===== src/rtl/rx_mailbox_pkg.sv =====
package rx_mailbox_pkg;

  localparam int unsigned MBX_DATA_W = 32;
  localparam logic [MBX_DATA_W-1:0] MBX_NO_MSG = 32'hFFFF_FFFF;

  // bit positions the host software decodes
  localparam int unsigned ST_FULL_BIT  = 31;
  localparam int unsigned ST_EMPTY_BIT = 30;
  localparam int unsigned CF_EN_BIT    = 0;
  localparam int unsigned CF_PEND_BIT  = 4;

  typedef enum logic [2:0] {
    WIN_POP,
    WIN_PEEK,
    WIN_SENDER,
    WIN_STATUS,
    WIN_CONFIG,
    WIN_NONE
  } win_reg_e;

  function automatic win_reg_e decode_offset(input logic [7:0] off);
    win_reg_e r;
    if (off[7:4] == 4'h8)  r = WIN_POP;
    else if (off == 8'h90) r = WIN_PEEK;
    else if (off == 8'h94) r = WIN_SENDER;
    else if (off == 8'h98) r = WIN_STATUS;
    else if (off == 8'h9C) r = WIN_CONFIG;
    else                   r = WIN_NONE;
    return r;
  endfunction

endpackage


===== src/rtl/rx_mailbox_store.sv =====
module rx_mailbox_store #(
  parameter int unsigned DEPTH = 8,
  parameter int unsigned W     = 32,
  parameter logic [W-1:0] FILL = '1,
  localparam int unsigned PTR_W = (DEPTH > 1) ? $clog2(DEPTH) : 1,
  localparam int unsigned CNT_W = $clog2(DEPTH + 1)
) (
  input  logic             clk,
  input  logic             rst_n,
  input  logic             push_en,
  input  logic [W-1:0]     push_data,
  input  logic             pop_en,
  output logic [W-1:0]     head_data,
  output logic [CNT_W-1:0] count,
  output logic             full,
  output logic             empty
);

  logic [PTR_W-1:0] wr_ptr_q, wr_ptr_d;
  logic [PTR_W-1:0] rd_ptr_q, rd_ptr_d;
  logic [CNT_W-1:0] count_q, count_d;
  logic [DEPTH-1:0][W-1:0] slots;

  function automatic logic [PTR_W-1:0] ptr_inc(input logic [PTR_W-1:0] p);
    return (p == PTR_W'(DEPTH - 1)) ? '0 : p + 1'b1;
  endfunction

  always_comb begin
    wr_ptr_d = wr_ptr_q;
    rd_ptr_d = rd_ptr_q;
    count_d  = count_q;
    if (push_en) wr_ptr_d = ptr_inc(wr_ptr_q);
    if (pop_en)  rd_ptr_d = ptr_inc(rd_ptr_q);
    case ({push_en, pop_en})
      2'b10:   count_d = count_q + 1'b1;
      2'b01:   count_d = count_q - 1'b1;
      default: count_d = count_q;
    endcase
  end

  always_ff @(posedge clk or negedge rst_n) begin
    if (!rst_n) begin
      wr_ptr_q <= '0;
      rd_ptr_q <= '0;
      count_q  <= '0;
    end else if (push_en || pop_en) begin
      wr_ptr_q <= wr_ptr_d;
      rd_ptr_q <= rd_ptr_d;
      count_q  <= count_d;
    end
  end

  for (genvar i = 0; i < DEPTH; i++) begin : g_slot
    logic [W-1:0] slot_q, slot_d;
    logic         slot_we;
    logic         hit_wr, hit_rd;

    assign hit_wr = push_en && (wr_ptr_q == PTR_W'(i));
    assign hit_rd = pop_en  && (rd_ptr_q == PTR_W'(i));

    always_comb begin
      slot_we = hit_wr || hit_rd;
      slot_d  = slot_q;
      if (hit_rd) slot_d = FILL;       // a popped slot returns to the marker
      if (hit_wr) slot_d = push_data;
    end

    always_ff @(posedge clk or negedge rst_n) begin
      if (!rst_n)       slot_q <= FILL;
      else if (slot_we) slot_q <= slot_d;
    end

    assign slots[i] = slot_q;
  end

  assign head_data = slots[rd_ptr_q];
  assign count     = count_q;
  assign full      = (count_q == CNT_W'(DEPTH));
  assign empty     = (count_q == '0);

endmodule


===== src/rtl/rx_mailbox_regs.sv =====
module rx_mailbox_regs
  import rx_mailbox_pkg::*;
(
  input  logic                  clk,
  input  logic                  rst_n,
  input  logic                  acc_sel,
  input  logic                  acc_wr,
  input  logic [7:0]            acc_off,
  input  logic [MBX_DATA_W-1:0] acc_wdata,
  input  logic [MBX_DATA_W-1:0] head_data,
  input  logic                  q_full,
  input  logic                  q_empty,
  output logic                  pop_en,
  output logic                  int_en,
  output logic [MBX_DATA_W-1:0] rdata
);

  win_reg_e              which;
  logic                  rd_stb, wr_stb;
  logic                  en_q, en_d, en_we;
  logic [MBX_DATA_W-1:0] rdata_q, rdata_d;
  logic                  unused_wdata_bits;

  assign which  = decode_offset(acc_off);
  assign rd_stb = acc_sel && !acc_wr;
  assign wr_stb = acc_sel &&  acc_wr;

  assign unused_wdata_bits = ^acc_wdata[MBX_DATA_W-1:1];

  // enable: only bit 0 of a configuration write is kept
  always_comb begin
    en_we = wr_stb && (which == WIN_CONFIG);
    en_d  = acc_wdata[CF_EN_BIT];
  end

  always_ff @(posedge clk or negedge rst_n) begin
    if (!rst_n)     en_q <= 1'b0;
    else if (en_we) en_q <= en_d;
  end

  assign pop_en = rd_stb && (which == WIN_POP) && !q_empty;

  always_comb begin
    rdata_d = '0;
    case (which)
      WIN_POP, WIN_PEEK: rdata_d = q_empty ? MBX_NO_MSG : head_data;
      WIN_STATUS: begin
        rdata_d[ST_FULL_BIT]  = q_full;
        rdata_d[ST_EMPTY_BIT] = q_empty;
      end
      WIN_CONFIG: begin
        rdata_d[CF_EN_BIT]   = en_q;
        rdata_d[CF_PEND_BIT] = !q_empty;
      end
      default: rdata_d = '0;
    endcase
  end

  always_ff @(posedge clk or negedge rst_n) begin
    if (!rst_n)      rdata_q <= '0;
    else if (rd_stb) rdata_q <= rdata_d;
  end

  assign int_en = en_q;
  assign rdata  = rdata_q;

endmodule


===== src/rtl/rx_mailbox.sv =====
module rx_mailbox
  import rx_mailbox_pkg::*;
#(
  parameter int unsigned DEPTH = 8,
  localparam int unsigned CNT_W = $clog2(DEPTH + 1)
) (
  input  logic                  clk,
  input  logic                  rst_n,
  input  logic                  push_valid,
  input  logic [MBX_DATA_W-1:0] push_data,
  output logic                  push_ready,
  input  logic                  bus_sel,
  input  logic                  bus_wr,
  input  logic [7:0]            bus_addr,
  input  logic [MBX_DATA_W-1:0] bus_wdata,
  output logic [MBX_DATA_W-1:0] bus_rdata,
  output logic                  irq
);

  logic                  rst_meta_q, rst_sync_q;
  logic                  push_fire, pop_fire;
  logic                  q_full, q_empty;
  logic [CNT_W-1:0]      q_count;
  logic [MBX_DATA_W-1:0] q_head;
  logic                  int_en;

  // assert asynchronously, release on the second clock edge
  always_ff @(posedge clk or negedge rst_n) begin
    if (!rst_n) begin
      rst_meta_q <= 1'b0;
      rst_sync_q <= 1'b0;
    end else begin
      rst_meta_q <= 1'b1;
      rst_sync_q <= rst_meta_q;
    end
  end

  assign push_ready = !q_full;
  assign push_fire  = push_valid && !q_full;

  rx_mailbox_store #(
    .DEPTH (DEPTH),
    .W     (MBX_DATA_W),
    .FILL  (MBX_NO_MSG)
  ) store_i (
    .clk       (clk),
    .rst_n     (rst_sync_q),
    .push_en   (push_fire),
    .push_data (push_data),
    .pop_en    (pop_fire),
    .head_data (q_head),
    .count     (q_count),
    .full      (q_full),
    .empty     (q_empty)
  );

  rx_mailbox_regs regs_i (
    .clk       (clk),
    .rst_n     (rst_sync_q),
    .acc_sel   (bus_sel),
    .acc_wr    (bus_wr),
    .acc_off   (bus_addr),
    .acc_wdata (bus_wdata),
    .head_data (q_head),
    .q_full    (q_full),
    .q_empty   (q_empty),
    .pop_en    (pop_fire),
    .int_en    (int_en),
    .rdata     (bus_rdata)
  );

  assign irq = int_en && !q_empty;

endmodule


===== config.mk =====
export PLATFORM = sky130hd
export DESIGN_NAME = rx_mailbox
export DESIGN_NICKNAME = d
export VERILOG_FILES = /design/src/rtl/rx_mailbox_pkg.sv /design/src/rtl/rx_mailbox_store.sv /design/src/rtl/rx_mailbox_regs.sv /design/src/rtl/rx_mailbox.sv
export SDC_FILE = /design/constraint.sdc
export NUM_CORES = 1
export LEC_CHECK = 0
export ABC_AREA = 1
export BUFFER_PORTS_ARGS = -buffer_cell sky130_fd_sc_hd__buf_2
export CELL_PAD_IN_SITES_DETAIL_PLACEMENT = 0
export CELL_PAD_IN_SITES_GLOBAL_PLACEMENT = 1
export CORE_MARGIN = 2
export CORE_UTILIZATION = 48
export CTS_CLUSTER_DIAMETER = 50
export DETAILED_ROUTE_END_ITERATION = 10
export PLACE_DENSITY_LB_ADDON = 0.1
export SLEW_MARGIN = 10
export SYNTH_ARGS = -nofsm -noshare
export SYNTH_HDL_FRONTEND = slang
export SYNTH_SLANG_ARGS = --single-unit

===== constraint.sdc =====
create_clock -name clk -period 15.8 [get_ports clk]
set_input_delay 3.16 -clock clk [delete_from_list [all_inputs] [get_ports clk]]
set_output_delay 3.16 -clock clk [all_outputs]
set_load 0.005 [all_outputs]

# After elaboration in Yosys (flattened, before gate mapping)
# Index checks and enable logic that the tools add are counted.
[word_totals] regBits=301 latch_bits=0 ramBits=0 mem_bits_ro=0 in_bits=77 output_inout_bits=34 n_memories=0
[classes] addsub=4 multipliers=0 n_div=0 n_lt_le_gt_ge=1 eq_ne=25 shifts=0 n_mux=32 bitwise_logic=0 reduce_logical=60
[op_table] operator="32-bit 2-to-1 mux" count=18
[op_table] operator="32-bit binary-select mux with 3-bit select" count=1
[op_table] operator="8-bit equality test (second input constant)" count=4
[op_table] operator="3-bit equality test (second input constant)" count=9
[op_table] operator="25-bit 2-to-1 mux" count=1
[op_table] operator="1-bit logical AND" count=23
[op_table] operator="2-bit AND reduction" count=11
[op_table] operator="3-bit 2-to-1 mux" count=7
[op_table] operator="2-bit nonzero test" count=9
[op_table] operator="3-bit by 2-bit equality test with 1-bit output (second input constant)" count=5
[op_table] operator="3-bit by 1-bit equality test with 1-bit output (second input constant)" count=3
[op_table] operator="3-bit zero test" count=3
[op_table] operator="1-bit logical OR" count=9
[op_table] operator="4-bit equality test (second input constant)" count=2
[op_table] operator="4-bit case mux with 2 select lines" count=1
[op_table] operator="3-bit by 1-bit adder with 3-bit output (second input constant)" count=2
[op_table] operator="4-bit by 1-bit adder with 4-bit output (second input constant)" count=1
[op_table] operator="4-bit zero test" count=1
[op_table] operator="3-bit by 4-bit less-than comparator with 1-bit output (second input constant)" count=1
[op_table] operator="1-bit case mux with 2 select lines" count=2
[op_table] operator="2-bit case mux with 2 select lines" count=1
[op_table] operator="4-bit by 1-bit subtractor with 4-bit output (second input constant)" count=1
[op_table] operator="1-bit zero test" count=3
[op_table] operator="2-bit by 1-bit equality test with 1-bit output (second input constant)" count=1
[op_table] operator="other kinds (3)" count=3

# Logic depth before layout (Yosys ltp)
# Gate-level depths: netlist (run 1).
[logic_depth] word_depth=12 ltp_mapped=12 depth_no_buf=12

# Cells and area by module
# From an unflattened synthesis (run 1), not the netlist that was laid out.
[unflattened] cells_unflattened=1553 area_unflattened_um2=14443.9
[modules_own_cells] mod="rx_mailbox_store" n_inst=1 cells_each=1359 area_per_inst_um2=12784.8 seq_area_each_um2=6976.7
[modules_own_cells] mod="rx_mailbox_regs" n_inst=1 cells_each=186 area_per_inst_um2=1581.5 seq_area_each_um2=825.8
[modules_own_cells] mod="rx_mailbox" n_inst=1 cells_each=8 area_per_inst_um2=77.6 seq_area_each_um2=50.0

# Least setup slack after synthesis (run 1)
# OpenSTA, ideal clock, no wires.
[synth_path] path_kind="input to register" start="input bus_addr[6]" end="register store_i.count_q[1], in the netlist store_i.count[1]" setup_ps=125 arrival_time_ps=4747 required_ps=15675 setup_slack_ps=10929 cell_stages=9 path_buffers=0 cell_sequence="inv_1 -> nand3_1 -> nor2_2 -> nand3_1 -> inv_1 -> ha_1 -> xor2_1 -> ha_1 -> mux2_2"
[synth_via] word_cells_on_any_way=19 classes_between="7 x eq/ne; 6 x mux; 6 x reduce/logical"
[synth_lines] item="start: declaration" line_no="rx_mailbox.sv:14" text="input logic [7:0] bus_addr,"
[synth_lines] item="8-bit equality test" line_no="rx_mailbox_pkg.sv:27" text="else if (off == 8'h9C) r = WIN_CONFIG;"
[synth_lines] item="1-bit 2-to-1 mux" line_no="rx_mailbox_pkg.sv:27"
[synth_lines] item="3-bit 2-to-1 mux" line_no="rx_mailbox_pkg.sv:26" text="else if (off == 8'h98) r = WIN_STATUS;"
[synth_lines] item="3-bit 2-to-1 mux" line_no="rx_mailbox_pkg.sv:25" text="else if (off == 8'h94) r = WIN_SENDER;"
[synth_lines] item="3-bit 2-to-1 mux" line_no="rx_mailbox_pkg.sv:24" text="else if (off == 8'h90) r = WIN_PEEK;"
[synth_lines] item="3-bit 2-to-1 mux *" line_no="rx_mailbox_pkg.sv:23" text="if (off[7:4] == 4'h8) r = WIN_POP;"
[synth_lines] item="3-bit zero test *" line_no="rx_mailbox_regs.sv:41" text="assign pop_en = rd_stb && (which == WIN_POP) && !q_empty;"
[synth_lines] item="1-bit logical AND * (2 in a row)" line_no="rx_mailbox_regs.sv:41"
[synth_lines] item="2-bit by 1-bit equality test with 1-bit output / 2-bit equality test (equally long branches)" line_no="rx_mailbox_store.sv:34" text="case ({push_en, pop_en})"
[synth_lines] item="4-bit case mux with 2 select lines *" line_no="rx_mailbox_store.sv:34"
[synth_lines] item="via store_i.count_d[1]" line_no="rx_mailbox_store.sv:21" text="logic [CNT_W-1:0] count_q, count_d;"
[synth_lines] item="end signal: assignment" line_no="rx_mailbox_store.sv:49" text="count_q <= count_d;"
[synth_lines] item="end: declaration" line_no="rx_mailbox_store.sv:21"
# The timed path passes the listed nets; every way through them passes the cells marked *.
# A chain may end at the register's enable or synchronous reset.

# Final worst setup path (run 1)
[layout_path] start="input push_valid" end="register store_i.g_slot[3].slot_q[25]"
[layout_via] elab_chain_len=4 word_cells_on_any_way=6 classes_between="1 x mux; 5 x reduce/logical"
[layout_lines] item="start: declaration" line_no="rx_mailbox.sv:9" text="input logic push_valid,"
[layout_lines] item="1-bit logical AND *" line_no="rx_mailbox.sv:39" text="assign push_fire = push_valid && !q_full;"
[layout_lines] item="1-bit logical AND *" line_no="rx_mailbox_store.sv:58" text="assign hit_wr = push_en && (wr_ptr_q == PTR_W'(i));"
[layout_lines] item="2-bit nonzero test (no line) / 1-bit logical OR (equally long branches)"
[layout_lines] item="2-bit AND reduction (no line)"
[layout_lines] item="end signal: assignment" line_no="rx_mailbox_store.sv:70" text="else if (slot_we) slot_q <= slot_d;"
[layout_lines] item="end: declaration" line_no="rx_mailbox_store.sv:54" text="logic [W-1:0] slot_q, slot_d;"
# Mark *: on every way between the ends. The rest lies on a longest branch, timed or not.

==> results of run 1 <==
-- final cells by class --
class / instances / area (sq um)
fill: 2883 / 13400
sequential: 301 / 7860
multi-input combinational: 1453 / 6060
clock buffer: 56 / 1140
timing repair buffer: 102 / 568
tap: 390 / 488
clock inverter: 14 / 186
inverter: 29 / 114
-- layer usage --
layer | part of all wire, % | vias to the layer above | global-route usage [%]
li1 | - | 5956 | -
met1 | 45 | 5832 | 36.7
met2 | 48 | 306 | 47.9
met3 | 4.6 | 72 | 3.39
met4 | 2.2 | 0 | 7.62
met5 | 0 | - | 0
-- final timing paths --
check | startpoint | endpoint | slack [ns] | depth (start not counted)
min reg2reg | rst_meta_q | rst_sync_q | 0.35 | 0
max in group asynchronous | rst_n | rst_sync_q | 13.26 | 1
min in group asynchronous | rst_sync_q | regs_i.rdata[26] | 0.37 | 0
max | push_valid | store_i.g_slot[3].slot_q[25] | 10.55 | 7
min | rst_meta_q | rst_sync_q | 0.35 | 0
max reg2reg | store_i.count[1] | store_i.g_slot[3].slot_q[25] | 12.58 | 8
-- sequential cells by signal (all words and copies together) (netlist names) --
signal,flops
store_i.rd_ptr_q,3
store_i.g_slot.slot_q,256
regs_i.int_en,1
rst_sync_q,1
store_i.wr_ptr_q,3
regs_i.rdata,32
rst_meta_q,1
store_i.count,4
-- cells by family after synthesis --
kind of cell,after synthesis,share of synthesized area [%]
muxes,1,0.0769
and+or+nand+nor,1416,39.0
DFF,301,53.6
other,1,0.0256
xor gates and xnor gates,4,0.239
buffers and inverters,170,5.08
AOI/OAI and AO/OA,15,0.564
adders and majority gates,16,1.37
-- metrics by stage --
| step | area, sq um | setup WS [ns] | cells | total power, uW | util, % |
|---|---|---|---|---|---|
| floorplan | 14600 | 7.24 | 1924 | 2290 | - |
| global placement | 15100 | 10.07 | 2275 | 2530 | 50.6 |
| detailed placement | 15100 | 10.02 | 2275 | 2570 | 50.6 |
| CTS | 16400 | 10.54 | 2345 | 3480 | 55.1 |
| global route | 16400 | 10.39 | 2345 | 3710 | 55.1 |
| finish | 16400 | 10.55 | 2345 | 3460 | 55.1 |
-- worst reg2reg max path: cells and delay by family (launching register included) --
kind | cells | cell delay, ns
and+or+nand+nor | 7 | 2.23
buffers and inverters | 1 | 0.49
DFF | 1 | 0.43
-- placed cells by master (no fill, tap or decap), drive strengths merged, types with 2 or more instances in the layout --
cell	instances
a21oi	6
a31oi	2
and2	2
buf	102
bufinv	4
clkbuf	56
clkinv	8
clkinvlp	2
dfrtp	45
dfstp	256
ha	16
inv	29
nand2	378
nand3	241
nand4	12
nor2	782
o21ai	5
xor2	4
-- where the power goes --
group          total, uW  internal [uW]  switching [uW]  leakage (uW)
sequential          1530           1350             188       0.00329
clock                902            568             333      0.000648
combinational       1020            356             666       0.00385
total               3460           2270            1190       0.00779
==> metrics.log, run 1 <==
INFO  metric p_leak = 0.00779 uW
INFO  metric areaGrowthSynthToFinish = 12.1%
INFO  metric grtUsageTotal = 27.7%
INFO  metric outcome = finished clean
INFO  metric yosys.cell_count.top_type = sky130_fd_sc_hd__nor2_1
INFO  metric final-setup-viol-count = 0
INFO  metric detailedRoute.firstIterationViolations = 899
INFO  metric diodes = 0
INFO  metric core_area = 0.0298 sq mm
INFO  metric worst-slew-pin-transition = 1.17 ns
INFO  metric cts_resized = 0
INFO  metric power_density = 211 mW/mm^2
INFO  metric synth.area.top_cells = sky130_fd_sc_hd__dfstp_2, sky130_fd_sc_hd__nor2_1, sky130_fd_sc_hd__nand2_1
INFO  metric clock_skew = 0.0120 ns
INFO  metric timing.critical_path.buf_inv = 2
INFO  metric port_buffers = 79
INFO  metric drv.max_cap_violation_count = 0
INFO  metric final-max-slew-violation-count = 0
INFO  metric cp-end-kind = flop
INFO  metric path_class = primary input to flop
INFO  metric synth_fp_nets = 2,017
INFO  metric vdd_ir_drop_max = 0.121 mV
INFO  metric tritoncts = built
INFO  metric die_height = 179 um
INFO  metric clock_insertion_delay_worst_skew = 0.52 ns
INFO  metric grt_start_max_net_pins = 93
INFO  metric maximum_clock_frequency = 190 MHz
INFO  metric via_per_inst = 5.19
INFO  metric timing.critical_path.mode_cell = sky130_fd_sc_hd__nor2_1
INFO  metric total_grt_overflow = 0
INFO  metric overall_die_width = 179 um
INFO  metric synth_warnings = 0
INFO  metric worst_path_cell_with_the_longest_stage_delay = sky130_fd_sc_hd__nand2_2
INFO  metric holdWs = 0.350 ns
INFO  metric yosys.area.top_type_share = 45.9%
INFO  metric postSynthRegisterBits = 301
INFO  metric synth_ff_type = sky130_fd_sc_hd__dfstp_2
INFO  metric yosysTopAreaCell = sky130_fd_sc_hd__dfstp_2
INFO  metric total_clock_buffers_created_by_cts = 38
INFO  metric final_period_utilization = 33.2%
INFO  metric synth_top_cells_by_count = sky130_fd_sc_hd__nor2_1, sky130_fd_sc_hd__nand2_1, sky130_fd_sc_hd__dfstp_2, sky130_fd_sc_hd__nand3_1, sky130_fd_sc_hd__clkbuf_1
INFO  metric dr.pass1.iters = 5
INFO  metric num_io_pins = 111
INFO  metric worstSetupStartpointType = primary input
INFO  metric cp_cell_sequence = buf_2 -> and2_4 -> nand2_2 -> nand2_1 -> buf_4 -> nor2_1 -> nor2_1
INFO  metric grt_pass1_wl = 67,400 um
INFO  metric initial_utilization = 49.1%
INFO  metric cts_sinks = 301
INFO  metric detailroute.via_count = 12,166
INFO  metric drcViolationCount = 0
INFO  metric dpl.hpwl = 21,400 um
INFO  metric post_layout_min_period = 5.25 ns
INFO  metric cp_delay_by_family_top = simple AND/OR/NAND/NOR gates
INFO  metric clockBufferDepth = 3
INFO  metric synth_cell_type_count = 28
INFO  metric cp_slowest_stage_delay = 0.77 ns
INFO  metric max-slew-margin-rel = 22.1%
INFO  metric mappedNetlistArea = 0.0146 sq mm
INFO  metric worst-path-max-fanout = 34
INFO  metric yosysSeqAreaShare = 53.6%
INFO  metric path_clk_slew = 0.06 ns
INFO  metric post-cts-setup-buffers = 0
INFO  metric htree_levels = 2
INFO  metric postCtsHoldBufs = 0
INFO  metric critical_path_required = 16.24 ns
INFO  metric avgRoutedWirePerCell = 18.1 um
INFO  metric design.final.nets = 2,018
INFO  metric finalHoldViolations = 0
INFO  metric ctsRootBufferMaster = sky130_fd_sc_hd__clkbuf_16
INFO  metric design.die.area = 0.0319 sq mm
INFO  metric fin_tns_setup = 0 ns
INFO  metric synth.avg_cell_area = 7.61 sq um
INFO  metric final_layout_size_suffix_gt1_share = 22.7%
INFO  metric timing.critical_path.arrival = 5.69 ns
INFO  metric via_count_of_the_first_global_routing_pass = 12,167
INFO  metric grt_setup_unrepaired = false
INFO  metric routed_wirelength = 42,500 um
INFO  metric synth_cells = 1,924
INFO  metric finalWeightedCongestion = 0.746
INFO  metric detail-route-antenna-nets = 0
INFO  metric postSynth.asyncResetShare = 100%
INFO  metric grt_antenna_before_repair = 0
INFO  metric min-delay-path-class = flop to flop
INFO  metric synth_edf_count = 0
INFO  metric rows = 63
(Power assumes the default switching activity.)
==> inputs of run 2 (changes only) <==
--- a/config.mk
+++ b/config.mk
@@ -10,7 +10,7 @@
 export CELL_PAD_IN_SITES_DETAIL_PLACEMENT = 0
 export CELL_PAD_IN_SITES_GLOBAL_PLACEMENT = 1
 export CORE_MARGIN = 2
-export CORE_UTILIZATION = 48
+export CORE_UTILIZATION = 40
 export CTS_CLUSTER_DIAMETER = 50
 export DETAILED_ROUTE_END_ITERATION = 10
 export PLACE_DENSITY_LB_ADDON = 0.1
==> constraint.sdc (replaced) <==
create_clock -name clk -period 4.35 [get_ports clk]
set_input_delay 0.87 -clock clk [delete_from_list [all_inputs] [get_ports clk]]
set_output_delay 0.87 -clock clk [all_outputs]
set_load 0.005 [all_outputs]
==> run 2 against run 1 <==
Effect of this change:
- combinational power increased to 3.6 times the previous value
- critical endpoint is now irq
- largest cell class unchanged
- power rose to 3.7 times the previous value
- global-route usage decreased by 3.8 points
- clock skew is 0.0025 ns higher
- non-clock buffer count is 6 higher
==> metrics.log, run 2 (same netlist as run 1, synthesis figures left out) <==
INFO  metric drcViolationCount = 0
INFO  metric cts_resized = 0
INFO  metric path_clk_slew = 0.05 ns
INFO  metric cp_cell_sequence = nor2_2 -> nand3_2 -> buf_4 -> and2_1 -> buf_2
INFO  metric clockBufferDepth = 3
INFO  metric highest-signal-layer = met4
INFO  metric cts_sinks = 301
INFO  metric finalWeightedCongestion = 0.753
INFO  metric worst_slack = 1.18 ns
INFO  metric dp_worst_setup_slack = 1.40 ns
INFO  metric fin_tns_setup = 0 ns
INFO  metric grtUsageTotal = 23.9%
INFO  metric tritoncts = built
INFO  metric max_flop_register = store_i.g_slot.slot_q
INFO  metric dr.pass1.iters = 5
INFO  metric core_area = 0.0363 sq mm
INFO  metric dpl.hpwl = 24,300 um
INFO  metric grt_start_max_net_pins = 111
INFO  metric design.die.area = 0.0381 sq mm
INFO  metric timing.critical_path.arrival = 2.30 ns
INFO  metric final_period_utilization = 72.8%
INFO  metric outcome = finished clean
INFO  metric worst-slew-pin-transition = 0.977 ns
INFO  metric dpl-instance-area = 0.0153 sq mm
INFO  metric vdd_ir_drop_max = 0.301 mV
INFO  metric detailedRoute.firstIterationViolations = 810
INFO  metric final_layout_size_suffix_gt1_share = 22.9%
INFO  metric clock_skew = 0.0145 ns
INFO  metric dr_wl_met2 = 21,100 um
INFO  metric worstSetupStartpointType = flop
INFO  metric via_count_of_the_first_global_routing_pass = 11,957
INFO  metric postCtsHoldBufs = 0
INFO  metric cp_slowest_stage_delay = 0.46 ns
INFO  metric ctsRootBufferMaster = sky130_fd_sc_hd__clkbuf_16
INFO  metric worst-path-max-fanout = 32
INFO  metric post-cts-setup-buffers = 0
INFO  metric port_buffers = 79
INFO  metric die_height = 195 um
INFO  metric cp-end-kind = primary output
INFO  metric power_density = 761 mW/mm^2
INFO  metric detailroute.via_count = 12,143
INFO  metric max-slew-margin-rel = 34.6%
INFO  metric grt_pass1_wl = 70,400 um
INFO  metric rows = 70
INFO  metric final-max-slew-violation-count = 0
INFO  metric cp_delay_by_family_top = simple AND/OR/NAND/NOR gates
INFO  metric via_per_inst = 5.00
INFO  metric clock_insertion_delay_worst_skew = 0.54 ns
INFO  metric min-delay-path-class = primary input to asynchronous set/reset pin
INFO  metric wl_met3 = 1930 um
INFO  metric mostFrequentLayoutCells = sky130_fd_sc_hd__nor2_1, sky130_fd_sc_hd__nand2_1, sky130_fd_sc_hd__dfstp_2, sky130_fd_sc_hd__nand3_1, sky130_fd_sc_hd__buf_2
INFO  metric stdcell_area = 0.0166 sq mm
INFO  metric timing.critical_path.buf_inv = 2
INFO  metric p_leak = 0.00785 uW
INFO  metric overall_die_width = 195 um
INFO  metric grt_antenna_before_repair = 0
INFO  metric drv.max_cap_violation_count = 0
INFO  metric largest_register_ffs = 256
INFO  metric path_class = flop to primary output
INFO  metric routed_wirelength = 44,600 um
INFO  metric final-setup-viol-count = 0
INFO  metric htree_levels = 2
INFO  metric critical_path_required = 3.48 ns
INFO  metric design.final.nets = 2,026
INFO  metric finalHoldViolations = 0
INFO  metric total_grt_overflow = 0
INFO  metric grt_setup_unrepaired = false
INFO  metric initial_utilization = 40.3%
INFO  metric detail-route-antenna-nets = 0
INFO  metric avgRoutedWirePerCell = 18.4 um
INFO  metric leading_cell_type_in_the_layout_fill_and_taps_excluded = sky130_fd_sc_hd__nor2_1
INFO  metric routedLengthMet1 = 20,600 um
INFO  metric diodes = 0
INFO  metric worst_path_cell_with_the_longest_stage_delay = sky130_fd_sc_hd__buf_4
INFO  metric post_layout_min_period = 3.17 ns
INFO  metric total_clock_buffers_created_by_cts = 40
INFO  metric maximum_clock_frequency = 316 MHz
INFO  metric regToRegSetupSlack = 1.45 ns
INFO  metric areaGrowthSynthToFinish = 13.5%
INFO  metric num_io_pins = 111
## run 2: metal layers
metal | up-vias | global-route usage [%]
li1 | 5976 | -
met1 | 5845 | 33.3
met2 | 249 | 39.4
met3 | 73 | 3.11
met4 | 0 | 6.42
met5 | - | 0
## run 2: power breakdown
group          leakage (uW)  switching [uW]  internal [uW]  total [uW]
clock network      0.000662            1240           2090        3330
registers           0.00329             755           4890        5650
logic               0.00389            2370           1300        3670
total               0.00785            4370           8280       12700
## run 2: area by class of cell
cell class	count	area, sq um
Clock inverter	9	131
Tap cell	468	586
Multi-Input combinational cell	1453	6060
Inverter	29	111
Timing Repair Buffer	108	663
Fill cell	3723	19700
Clock buffer	61	1210
Sequential cell	301	7860
## run 2: through the flow
stage               hold slack (ns)  utilization, %  power, uW  std cells
floorplan                     0.331               -       8310       1924
global placement              0.337            42.0       9290       2359
detailed placement            0.340            42.0       9400       2359
CTS                          0.0846            45.7      12800       2429
global route                 0.0967            45.7      13600       2429
finish                        0.111            45.7      12700       2429
## run 2: final timing paths
path / startpoint / end / depth (start not counted)
setup reg to reg: store_i.rd_ptr_q[0] / store_i.g_slot[2].slot_q[20] / 8
setup / recovery: store_i.count[1] / irq / 5
hold / removal: rst_n / rst_sync_q / 1
min in group clk: rst_meta_q / rst_sync_q / 0
hold reg to reg: rst_meta_q / rst_sync_q / 0
max in group asynchronous: rst_sync_q / regs_i.rdata[7] / 1
